<file path="config.mk">
export PLATFORM = sky130hd
export DESIGN_NAME = privilege_mode_unit
export DESIGN_NICKNAME = d
export VERILOG_FILES = /design/src/rtl/priv_pkg.sv /design/src/rtl/pm_reset_sync.sv /design/src/rtl/pm_priv_guard.sv /design/src/rtl/pm_trap_arbiter.sv /design/src/rtl/pm_mode_ctrl.sv /design/src/rtl/privilege_mode_unit.sv
export SDC_FILE = /design/constraint.sdc
export NUM_CORES = 1
export LEC_CHECK = 0
export ABC_CLOCK_PERIOD_IN_PS = 800
export BUFFER_PORTS_ARGS = -buffer_cell sky130_fd_sc_hd__clkbuf_2
export CAP_MARGIN = 10
export CORE_AREA = 2 2 39 41
export DETAILED_ROUTE_END_ITERATION = 7
export DIE_AREA = 0 0 41 43
export PLACE_DENSITY = 0.47
export SLEW_MARGIN = 0
export SYNTH_ARGS = -nofsm -noshare
export SYNTH_HDL_FRONTEND = slang
export SYNTH_HIERARCHICAL = 1
export SYNTH_SLANG_ARGS = --single-unit
</file>
<file path="constraint.sdc">
create_clock -name clk -period 0.8 [get_ports clk]
set_input_delay 0.12 -clock clk [delete_from_list [all_inputs] [get_ports clk]]
set_output_delay 0.12 -clock clk [all_outputs]
set_load 0.02 [all_outputs]
</file>
<file path="src/rtl/priv_pkg.sv">
package priv_pkg;
  localparam int CAUSE_W = 2;
  localparam int NUM_SRC = 1 << CAUSE_W;

  localparam logic MODE_SUP  = 1'b0;
  localparam logic MODE_USER = 1'b1;

  // Cause codes double as arbitration priority: larger index wins.
  localparam logic [CAUSE_W-1:0] CAUSE_IRQ     = 2'b00;
  localparam logic [CAUSE_W-1:0] CAUSE_SYSCALL = 2'b01;
  localparam logic [CAUSE_W-1:0] CAUSE_ILLEGAL = 2'b10;
  localparam logic [CAUSE_W-1:0] CAUSE_FAULT   = 2'b11;
endpackage

</file>
<file path="src/rtl/pm_reset_sync.sv">
module pm_reset_sync #(
  parameter int STAGES = 2
) (
  input  logic clk,
  input  logic rst_n,
  output logic rst_sync_n
);
  logic [STAGES-1:0] chain_q;

  always_ff @(posedge clk or negedge rst_n) begin
    if (!rst_n) chain_q <= '0;
    else        chain_q <= {chain_q[STAGES-2:0], 1'b1};
  end

  assign rst_sync_n = chain_q[STAGES-1];
endmodule

</file>
<file path="src/rtl/pm_priv_guard.sv">
module pm_priv_guard (
  input  logic mode,
  input  logic instr_valid,
  input  logic instr_priv,
  input  logic set_user_req,
  output logic exec_en,
  output logic illegal,
  output logic set_user_ok
);
  import priv_pkg::*;

  logic in_user;
  logic priv_instr_blocked;
  logic set_user_blocked;

  always_comb begin
    in_user            = (mode == MODE_USER);
    priv_instr_blocked = instr_valid && instr_priv && in_user;
    set_user_blocked   = set_user_req && in_user;
    illegal            = priv_instr_blocked || set_user_blocked;
    exec_en            = instr_valid && !priv_instr_blocked;
    set_user_ok        = set_user_req && !in_user;
  end
endmodule

</file>
<file path="src/rtl/pm_trap_arbiter.sv">
module pm_trap_arbiter #(
  parameter int NSRC = 4,
  localparam int IDX_W = (NSRC > 1) ? $clog2(NSRC) : 1
) (
  input  logic [NSRC-1:0]  src_req,
  output logic             any_req,
  output logic [IDX_W-1:0] win_idx
);
  always_comb begin
    any_req = |src_req;
    win_idx = '0;
    for (int i = 0; i < NSRC; i++) begin
      if (src_req[i]) win_idx = IDX_W'(i);
    end
  end
endmodule

</file>
<file path="src/rtl/pm_mode_ctrl.sv">
module pm_mode_ctrl #(
  parameter int CW = 2
) (
  input  logic          clk,
  input  logic          rst_n,
  input  logic          trap_any,
  input  logic [CW-1:0] trap_cause,
  input  logic          set_user_ok,
  output logic          mode,
  output logic          trap_pulse,
  output logic [CW-1:0] cause
);
  import priv_pkg::*;

  logic          mode_q, mode_d;
  logic          trap_q, trap_d;
  logic [CW-1:0] cause_q, cause_d;
  logic          cause_en;

  always_comb begin
    mode_d = mode_q;
    if (trap_any)         mode_d = MODE_SUP;
    else if (set_user_ok) mode_d = MODE_USER;
    trap_d   = trap_any;
    cause_en = trap_any;
    cause_d  = trap_cause;
  end

  always_ff @(posedge clk or negedge rst_n) begin
    if (!rst_n) begin
      mode_q  <= MODE_SUP;
      trap_q  <= 1'b0;
      cause_q <= '0;
    end else begin
      mode_q <= mode_d;
      trap_q <= trap_d;
      if (cause_en) cause_q <= cause_d;
    end
  end

  assign mode       = mode_q;
  assign trap_pulse = trap_q;
  assign cause      = cause_q;
endmodule

</file>
<file path="src/rtl/privilege_mode_unit.sv">
module privilege_mode_unit #(
  parameter int IRQ_LINES   = 4,
  parameter int SYNC_STAGES = 2
) (
  input  logic                 clk,
  input  logic                 rst_n,
  input  logic                 instr_valid,
  input  logic                 instr_priv,
  input  logic                 set_user_req,
  input  logic                 syscall_req,
  input  logic [IRQ_LINES-1:0] irq,
  input  logic                 mem_fault,
  output logic                 mode_o,
  output logic                 exec_en_o,
  output logic                 trap_o,
  output logic [1:0]           trap_cause_o
);
  import priv_pkg::*;

  logic                rst_sync_n;
  logic                mode;
  logic                illegal;
  logic                set_user_ok;
  logic [NUM_SRC-1:0]  src_req;
  logic                trap_any;
  logic [CAUSE_W-1:0]  trap_cause;

  pm_reset_sync #(.STAGES(SYNC_STAGES)) u_rst (
    .clk        (clk),
    .rst_n      (rst_n),
    .rst_sync_n (rst_sync_n)
  );

  pm_priv_guard u_guard (
    .mode         (mode),
    .instr_valid  (instr_valid),
    .instr_priv   (instr_priv),
    .set_user_req (set_user_req),
    .exec_en      (exec_en_o),
    .illegal      (illegal),
    .set_user_ok  (set_user_ok)
  );

  always_comb begin
    src_req                = '0;
    src_req[CAUSE_IRQ]     = |irq;
    src_req[CAUSE_SYSCALL] = syscall_req;
    src_req[CAUSE_ILLEGAL] = illegal;
    src_req[CAUSE_FAULT]   = mem_fault;
  end

  pm_trap_arbiter #(.NSRC(NUM_SRC)) u_arb (
    .src_req (src_req),
    .any_req (trap_any),
    .win_idx (trap_cause)
  );

  pm_mode_ctrl #(.CW(CAUSE_W)) u_mode (
    .clk         (clk),
    .rst_n       (rst_sync_n),
    .trap_any    (trap_any),
    .trap_cause  (trap_cause),
    .set_user_ok (set_user_ok),
    .mode        (mode),
    .trap_pulse  (trap_o),
    .cause       (trap_cause_o)
  );

  assign mode_o = mode;
endmodule

</file>
Yosys cells after proc, flatten, opt, wreduce, memory -nomap -nowiden
Index checks and enable logic that the tools add are counted.
- eq/ne operators: 0
- add/sub/neg operators: 0
- reductions and logical operators: 10
- divide/modulo/power cells: 0
- order comparisons: 0
- bitwise gates (word level): 0
- shifts and indexed selects: 0
- $mul: 0
- muxes and demuxes: 5
- operators by type and width (operator ; number):
    $reduce_or A7 Y1 ; 1
    $logic_and A1 B1 Y1 ; 5
    $mux W2 ; 2
    $mux W1 ; 3
    $logic_not A1 Y1 ; 2
    $reduce_bool A2 Y1 ; 1
    $logic_or A1 B1 Y1 ; 1
- memories: 0
- latch bits: 0
- logic and storage cells: 19
- bits of input ports: 11
- memory bits (writable): 0
- output and inout port bits: 5
- bits in read-only memories: 0
- bits in registers: 6

Logic depth before layout (Yosys ltp)
Gate-level depths: netlist of run 1.
- word-level depth: 5
- mapped depth: 5
- mapped depth without buffers: 5

Hierarchy
The synthesis of run 1 kept the hierarchy.
- by module, submodules not included (module ; times used ; seq. area each (um^2) ; cells an instance ; area an instance (um^2)):
    pm_mode_ctrl ; 1 ; 100.1 ; 7 ; 132.6
    pm_reset_sync ; 1 ; 50.0 ; 3 ; 53.8
    pm_priv_guard ; 1 ; 0.0 ; 4 ; 27.5
    pm_trap_arbiter ; 1 ; 0.0 ; 4 ; 23.8
    privilege_mode_unit ; 1 ; 0.0 ; 1 ; 7.5

Worst setup path before layout of run 1
Ideal clock, no wire load.
- kind: reg2reg
- start point: reg u_mode.mode_q (netlist: u_mode/mode)
- end point: reg u_mode.cause_q[0] (netlist: u_mode/cause[0])
- stages on the path, launching flop included: 5
- buffers on the path: 0
- clock period less this slack: 1.575 ns
- path slack: -0.775 ns
- data required time: 0.675 ns
- setup time: 0.125 ns
- arrival: 1.451 ns
- cell sequence: dfrtp_1 nor2b_1 or2_1 or3_1 mux2_2
- elaborated cells on any way between the ends: 6
- classes of those cells: 2 x mux; 4 x reduce/logical
- RTL lines (item ; RTL line ; RTL):
    start: declaration ; pm_mode_ctrl.sv:15 ; logic mode_q, mode_d;
    start signal: assignment ; pm_mode_ctrl.sv:35 ; mode_q <= mode_d;
    $logic_and A1 B1 Y1, on equally long branches ; pm_priv_guard.sv:18, pm_priv_guard.sv:19 ;
    $logic_or A1 B1 Y1 * ; pm_priv_guard.sv:20 ; illegal = priv_instr_blocked || set_user_blocked;
    named net illegal ; privilege_mode_unit.sv:22 ; logic illegal;
    $reduce_or A7 Y1 * ; pm_trap_arbiter.sv:10 ; any_req = |src_req;
    named net trap_any ; privilege_mode_unit.sv:25 ; logic trap_any;
    end signal: assignment ; pm_mode_ctrl.sv:37 ; if (cause_en) cause_q <= cause_d;
    end: declaration ; pm_mode_ctrl.sv:17 ; logic [CW-1:0] cause_q, cause_d;
Mark *: on every way through the listed nets, which the timed path passes. The rest lies on a longest branch.
A chain may end at the register's enable or synchronous reset.

Worst setup path after layout of run 1
Same ends and word-level chain as after synthesis.

==> flow_metrics.tcl, run 1 <==
set metrics [dict create \
    initialDrtViolationCount 0 \
    syn2layout_area_growth_pct 92.3 \
    multiplexer_share_of_the_synthesized_area_pct 9.18 \
    design.portCount 16 \
    die_y_um 43 \
    worst-setup-path-type "reg -> reg" \
    design.die.area_sq_um 1760 \
    post_synth_and_or_nand_nor_area_fraction_pct 14.3 \
    timing.hold.ws_ps 63.4 \
    mappedNetlistNets 30 \
    worst_endpoint_data_arrival_time_ps 1620 \
    irDropWorstVdd_uv 1200 \
    num_rows 14 \
    drt_first_pass_iters 1 \
    synth_area_sq_um 245 \
    report.final.hold_viol_count 0 \
    worst_skew_pair.late_latency_ps 240 \
    synth_top_family_by_area "simple AND/OR/NAND/NOR gates" \
    numCtsBuffers 3 \
    layout_worst_path_cycle_share_pct 187 \
    cts_tree "yes" \
    seq_area_frac_synth_pct 61.2 \
    dp_hpwl_um 393 \
    port-buffer-count 15 \
    power_per_cell_area_nw_per_um2 1550 \
    fp.coreArea_sq_um 1380 \
    die_x_um 41 \
    global_route.overflow_total 0 \
    number_of_global_route_vias_before_repair 194 \
    avg_inst_size_synth_sq_um 12.9 \
    timing.final.crit_period_ps 1500 \
    cts_max_path_buffers 2 \
    wire_per_inst_um 8.58 \
    yosys.cell_types.count 13 \
    violations "setup timing" \
    slew_violations 0 \
    clk_transition_reported_paths_ps 50 \
    route.detailed.drc 0 \
    end_kind "flip-flop" \
    initial_antenna_violation_count 0 \
    post_route_cells_drive_above_1_share_pct 70.5 \
    vias 220 \
    crit_path_start_kind "flip-flop" \
    static-leakage-power_nw 0.220 \
    tritoncts_num_sinks 6 \
    syn_inst 19 \
    grt_usage_pct 6.68 \
    grt_first_pass_wirelength_um 731 \
    unrepaired_setup_endpoints_after_global_routing "true" \
    synth-xor-area-share_pct 0 \
    vias_per_cell 3.67 \
    clock_tree.htree_level_count 1 \
    synth_adder_area_share_pct 0 \
    synth_compound_area_share_pct 12.2 \
    antenna_cell_count 0 \
    worstHoldPathType "reg -> async" \
    floorplan.initialDensity_pct 17.7 \
    clockRootBuffer "sky130_fd_sc_hd__clkbuf_4" \
    final-setup-viol-count 9 \
    max_freq_mhz 668 \
    route.antenna.remaining_nets 0 \
    worstPathRequired_ps 920 \
    worst-path-max-fanout 4 \
    grt_start_max_net_pins 5 \
    finalWorstSetupSlack_ps -697 \
    ys_seq_elements 6 \
    detail_route.wirelength_um 515 \
    max_cap_viol_count 0 \
    routabilityCongestion 0.577 \
    synth.yosys.warnings 6 \
    skew_ps 10.1 \
    finalNetCount 56 \
    run_status "finished, violations left" \
    pre_cts_ws_ps -715 \
]
-- per-layer routing --
metal,track usage (%),wire length [um],part of all wire [%],vias up
met4,2.00,0,0,0
met3,6.81,57,11,0
li1,-,-,-,115
met5,0,0,0,-
met1,8.25,232,45,95
met2,7.81,226,44,10
-- logic make-up (layout without fill, tap and decap cells) --
family                 count (synthesis)  after routing
DFF                                    6              6
and+or+nand+nor                        5              5
AOI/OAI and AO/OA                      4              4
muxes                                  2              2
other                                  1              1
buffers and inverters                  1             26
-- state kept, by name, indices dropped and copies added, names as in the netlist --
signal	count
u_mode/cause	2
u_mode/mode	1
u_mode/trap_pulse	1
u_rst/chain_q	2
-- report_power, final --
| part | internal [mW] | leakage [nW] | switching [mW] |
|---|---|---|---|
| combinational | 0.0620 | 0.139 | 0.0375 |
| clock | 0.189 | 0.0150 | 0.116 |
| sequential | 0.316 | 0.0664 | 0.00939 |
| total | 0.567 | 0.220 | 0.162 |
-- per-stage QoR --
step	power (mW)	cell area [sq um]	setup TNS (ps)	std cells	utilization (%)
final	0.730	472	-3350	60	34.1
after global routing	0.790	472	-3790	60	34.1
after CTS	0.739	432	-3460	59	31.2
after detailed placement	0.407	377	-2680	53	27.2
after global placement	0.406	377	-2690	53	27.2
after floorplan	0.359	259	-2840	19	-
-- cell type report --
cell class | count | area, sq um
fillers | 145 | 912
repair buffers | 21 | 156
flip-flops and latches | 6 | 151
inverters | 1 | 3.75
well taps | 16 | 20.0
clock buffers | 4 | 26.3
multi-input cells | 12 | 114
-- critical path: stages, from the launching register on --
cell and delay (ps):
sky130_fd_sc_hd__dfrtp_2 390, sky130_fd_sc_hd__nor2b_4 120, sky130_fd_sc_hd__or2_1 220, sky130_fd_sc_hd__or3_4 360, sky130_fd_sc_hd__mux2_2 280
-- final timing paths --
check | start | to | slack (ps) | depth (start not counted)
min in group clk | syscall_req | u_mode/trap_pulse | 140 | 2
hold / removal | u_rst/chain_q[1] | u_mode/cause[1] | 60 | 0
max in group asynchronous | rst_n | u_rst/chain_q[0] | 500 | 2
hold reg to reg | u_rst/chain_q[1] | u_mode/cause[1] | 60 | 0
setup / recovery | u_mode/mode | u_mode/cause[0] | -700 | 4
setup reg to reg | u_mode/mode | u_mode/cause[0] | -700 | 4
-- layout by cell type (no fill, tap or decap) --
cell / count
sky130_fd_sc_hd__clkbuf_2: 10
sky130_fd_sc_hd__a21boi_2: 1
sky130_fd_sc_hd__and2b_2: 1
sky130_fd_sc_hd__o21ba_4: 1
sky130_fd_sc_hd__dfrtp_2: 1
sky130_fd_sc_hd__clkbuf_4: 3
sky130_fd_sc_hd__conb_1: 1
sky130_fd_sc_hd__dlygate4sd3_1: 1
sky130_fd_sc_hd__a21o_1: 1
sky130_fd_sc_hd__clkbuf_1: 1
sky130_fd_sc_hd__nor2b_4: 1
sky130_fd_sc_hd__a21oi_1: 1
sky130_fd_sc_hd__buf_4: 5
sky130_fd_sc_hd__or3_4: 1
sky130_fd_sc_hd__buf_6: 4
sky130_fd_sc_hd__dfrtp_1: 5
sky130_fd_sc_hd__inv_1: 1
sky130_fd_sc_hd__clkbuf_8: 1
sky130_fd_sc_hd__mux2_2: 2
sky130_fd_sc_hd__or4_1: 1
sky130_fd_sc_hd__or2_1: 1
-- cells in the mapped netlist --
master,n,area (sq um)
sky130_fd_sc_hd__dfrtp_1,6,150
sky130_fd_sc_hd__or2_1,1,6.26
sky130_fd_sc_hd__conb_1,1,3.75
sky130_fd_sc_hd__inv_1,1,3.75
sky130_fd_sc_hd__or3_1,1,6.26
sky130_fd_sc_hd__nor2b_1,1,6.26
sky130_fd_sc_hd__and2b_2,1,8.76
sky130_fd_sc_hd__mux2_2,2,22.5
sky130_fd_sc_hd__or4_1,1,7.51
sky130_fd_sc_hd__o21ba_2,1,10.0
sky130_fd_sc_hd__a21boi_0,1,7.51
sky130_fd_sc_hd__a21oi_1,1,5.00
sky130_fd_sc_hd__a21o_1,1,7.51
-- what timing repair did --
item,4_1_cts,5_1_grt
endpoints found under the hold margin,2,0
buffers inserted,1,1
endpoints found under the setup margin,9,9
gates resized for setup,4,13
hold buffers,1,0
pin swaps,1,0
Note: power is estimated with default switching activity, not from simulation.
==> run 2: changes to the inputs <==
--- a/config.mk
+++ b/config.mk
@@ -11,7 +11,7 @@
 export CORE_AREA = 2 2 39 41
 export DETAILED_ROUTE_END_ITERATION = 7
 export DIE_AREA = 0 0 41 43
-export PLACE_DENSITY = 0.47
+export PLACE_DENSITY = 0.42
 export SLEW_MARGIN = 0
 export SYNTH_ARGS = -nofsm -noshare
 export SYNTH_HDL_FRONTEND = slang
==> run 2 against run 1 <==
  * Total power shrank 2.4%
  * Hold slack lost 5.8 ps
  * Clock skew shrank 0.62 ps
  * Via count grew 8.2%
  * Largest cell class unchanged
  * Combinational power shrank 6.8%
  * Critical path depth is the same
  * The run still ends with setup timing left
  * Global-route usage grew 0.72 points
  * Non-clock buffer count is the same
  * Highest routed layer unchanged
  * Register-to-register slack is essentially flat
  * Clock power shrank 3%
  * Critical path type unchanged
==> flow_metrics.tcl, run 2 (synthesized netlist as in run 1, its figures left out) <==
set metrics [dict create \
    wire_per_inst_um 9.57 \
    die_y_um 43 \
    layout.cells.most_common_list "sky130_fd_sc_hd__clkbuf_2, sky130_fd_sc_hd__buf_6, sky130_fd_sc_hd__dfrtp_1, sky130_fd_sc_hd__clkbuf_4, sky130_fd_sc_hd__buf_4" \
    timing.hold.ws_ps 57.6 \
    timing.final.crit_period_ps 1510 \
    layout_worst_path_cycle_share_pct 189 \
    num_rows 14 \
    floorplan.initialDensity_pct 17.7 \
    fin_cells 60 \
    port-buffer-count 15 \
    crit_path_cell_trace "nor2b_4, or2_1, or3_4, mux2_2" \
    initialDrtViolationCount 1 \
    worstHoldPathType "reg -> async" \
    grt_usage_pct 7.40 \
    worst-setup-path-type "reg -> reg" \
    post_route_cells_drive_above_1_share_pct 70.5 \
    power.switching_fraction_pct 21.3 \
    seq_power_share_pct 45.6 \
    cts_max_path_buffers 2 \
    clk_transition_reported_paths_ps 50 \
    worst_endpoint_data_arrival_time_ps 1630 \
    global_route.overflow_total 0 \
    end_kind "flip-flop" \
    critPathBufInv 0 \
    die_x_um 41 \
    fp.coreArea_sq_um 1380 \
    initial_antenna_violation_count 0 \
    vias 238 \
    violations "setup timing" \
    clockRootBuffer "sky130_fd_sc_hd__clkbuf_4" \
    worstPathRequired_ps 920 \
    run_status "finished, violations left" \
    design.portCount 16 \
    grt_first_pass_wirelength_um 841 \
    syn2layout_area_growth_pct 93.4 \
    vias_per_cell 3.97 \
    placed_cell_area_sq_um 362 \
    critical-path-top-delay-family "simple AND/OR/NAND/NOR gates" \
    layout.core_utilization_pct 34.3 \
    static-leakage-power_nw 0.223 \
    drt_first_pass_iters 2 \
    layout.cells.most_common "sky130_fd_sc_hd__clkbuf_2" \
    grt_start_max_net_pins 5 \
    total_switching_power_mw 0.152 \
    irDropWorstVdd_uv 1110 \
    finalWorstSetupSlack_ps -709 \
    routabilityCongestion 0.601 \
    clock_tree.htree_level_count 1 \
    combinationalPowerShare_pct 13.0 \
    worst_skew_pair.late_latency_ps 240 \
    p_clk_share_pct 41.4 \
    final-setup-viol-count 9 \
    critical_path.max_stage_delay_ps 390 \
    slew_violations 0 \
    route.detailed.drc 0 \
    placedCellCount 51 \
    cellInternalPower_mw 0.560 \
    worst-path-max-fanout 4 \
    max_cap_viol_count 0 \
    crit_path_start_kind "flip-flop" \
    final_cell_area_sq_um 474 \
    power_per_cell_area_nw_per_um2 1500 \
    route.antenna.remaining_nets 0 \
    design.die.area_sq_um 1760 \
    numCtsBuffers 3 \
    max_freq_mhz 663 \
    tritoncts_num_sinks 6 \
    totalPowerFinal_mw 0.712 \
    number_of_global_route_vias_before_repair 210 \
    dp_hpwl_um 444 \
    cpMaxStageDelayCell "sky130_fd_sc_hd__dfrtp_2" \
    antenna_cell_count 0 \
    skew_ps 9.51 \
    finalNetCount 56 \
    cts_tree "yes" \
    pre_cts_ws_ps -719 \
    unrepaired_setup_endpoints_after_global_routing "true" \
    detail_route.wirelength_um 574 \
    report.final.hold_viol_count 0 \
    setup_total_negative_slack_ps -3840 \
]
==> run 2: cell types whose count changed in the layout (fill, tap and decap cells not counted), sizes merged <==
| cell | previous run | this run |
|---|---|---|
| buf | 9 | 10 |
| clkbuf | 15 | 14 |
==> run 2: worst reg2reg max path: cells and delay by family (launching register included) <==
kind / cells / cell delay (ps)
AND/OR/NAND/NOR: 3 / 710
flip-flops: 1 / 390
multiplexers: 1 / 280
==> run 2: power groups by stage <==
| stage | sequential, mW | combinational [mW] | clock [mW] |
|---|---|---|---|
| global route | 0.326 | 0.100 | 0.346 |
| floorplan | 0.335 | 0.0238 | 0 |
| CTS | 0.324 | 0.0798 | 0.309 |
| global placement | 0.328 | 0.0689 | 0 |
| finish | 0.324 | 0.0927 | 0.295 |
| detailed placement | 0.328 | 0.0719 | 0 |
==> run 2: area by class of cell <==
class	instances	area [sq um]
fill	151	910
timing repair buffer	21	165
sequential	6	151
multi-input combinational	12	108
clock buffer	4	26.3
tap	16	20.0
inverter	1	3.75
==> run 2: timing repair <==
action / CTS / global route
pin swaps: 1 / 0
hold endpoints to repair: 2 / 0
gates resized for setup: 7 / 12
hold buffers: 1 / 0
buffers inserted: 3 / 1
setup endpoints to repair: 9 / 9
==> run 2: path summary, 6_finish.rpt <==
| kind | cells after the start | start | to | slack (ps) |
|---|---|---|---|---|
| max | 4 | u_mode/mode | u_mode/cause[1] | -710 |
| min | 0 | u_rst/chain_q[1] | u_mode/trap_pulse | 60 |
| max reg2reg | 4 | u_mode/mode | u_mode/cause[1] | -710 |
| min reg2reg | 0 | u_rst/chain_q[1] | u_mode/trap_pulse | 60 |
| max in group asynchronous | 2 | rst_n | u_rst/chain_q[0] | 500 |
| min in group clk | 2 | syscall_req | u_mode/trap_pulse | 130 |
==> run 2: per-layer routing <==
layer | GRT usage [%] | vias to the layer above | share of wire, %
met1 | 6.62 | 115 | 36
li1 | - | 113 | -
met4 | 4.00 | 0 | 0
met2 | 11.9 | 10 | 56
met3 | 4.71 | 0 | 7.5
met5 | 0 | - | 0
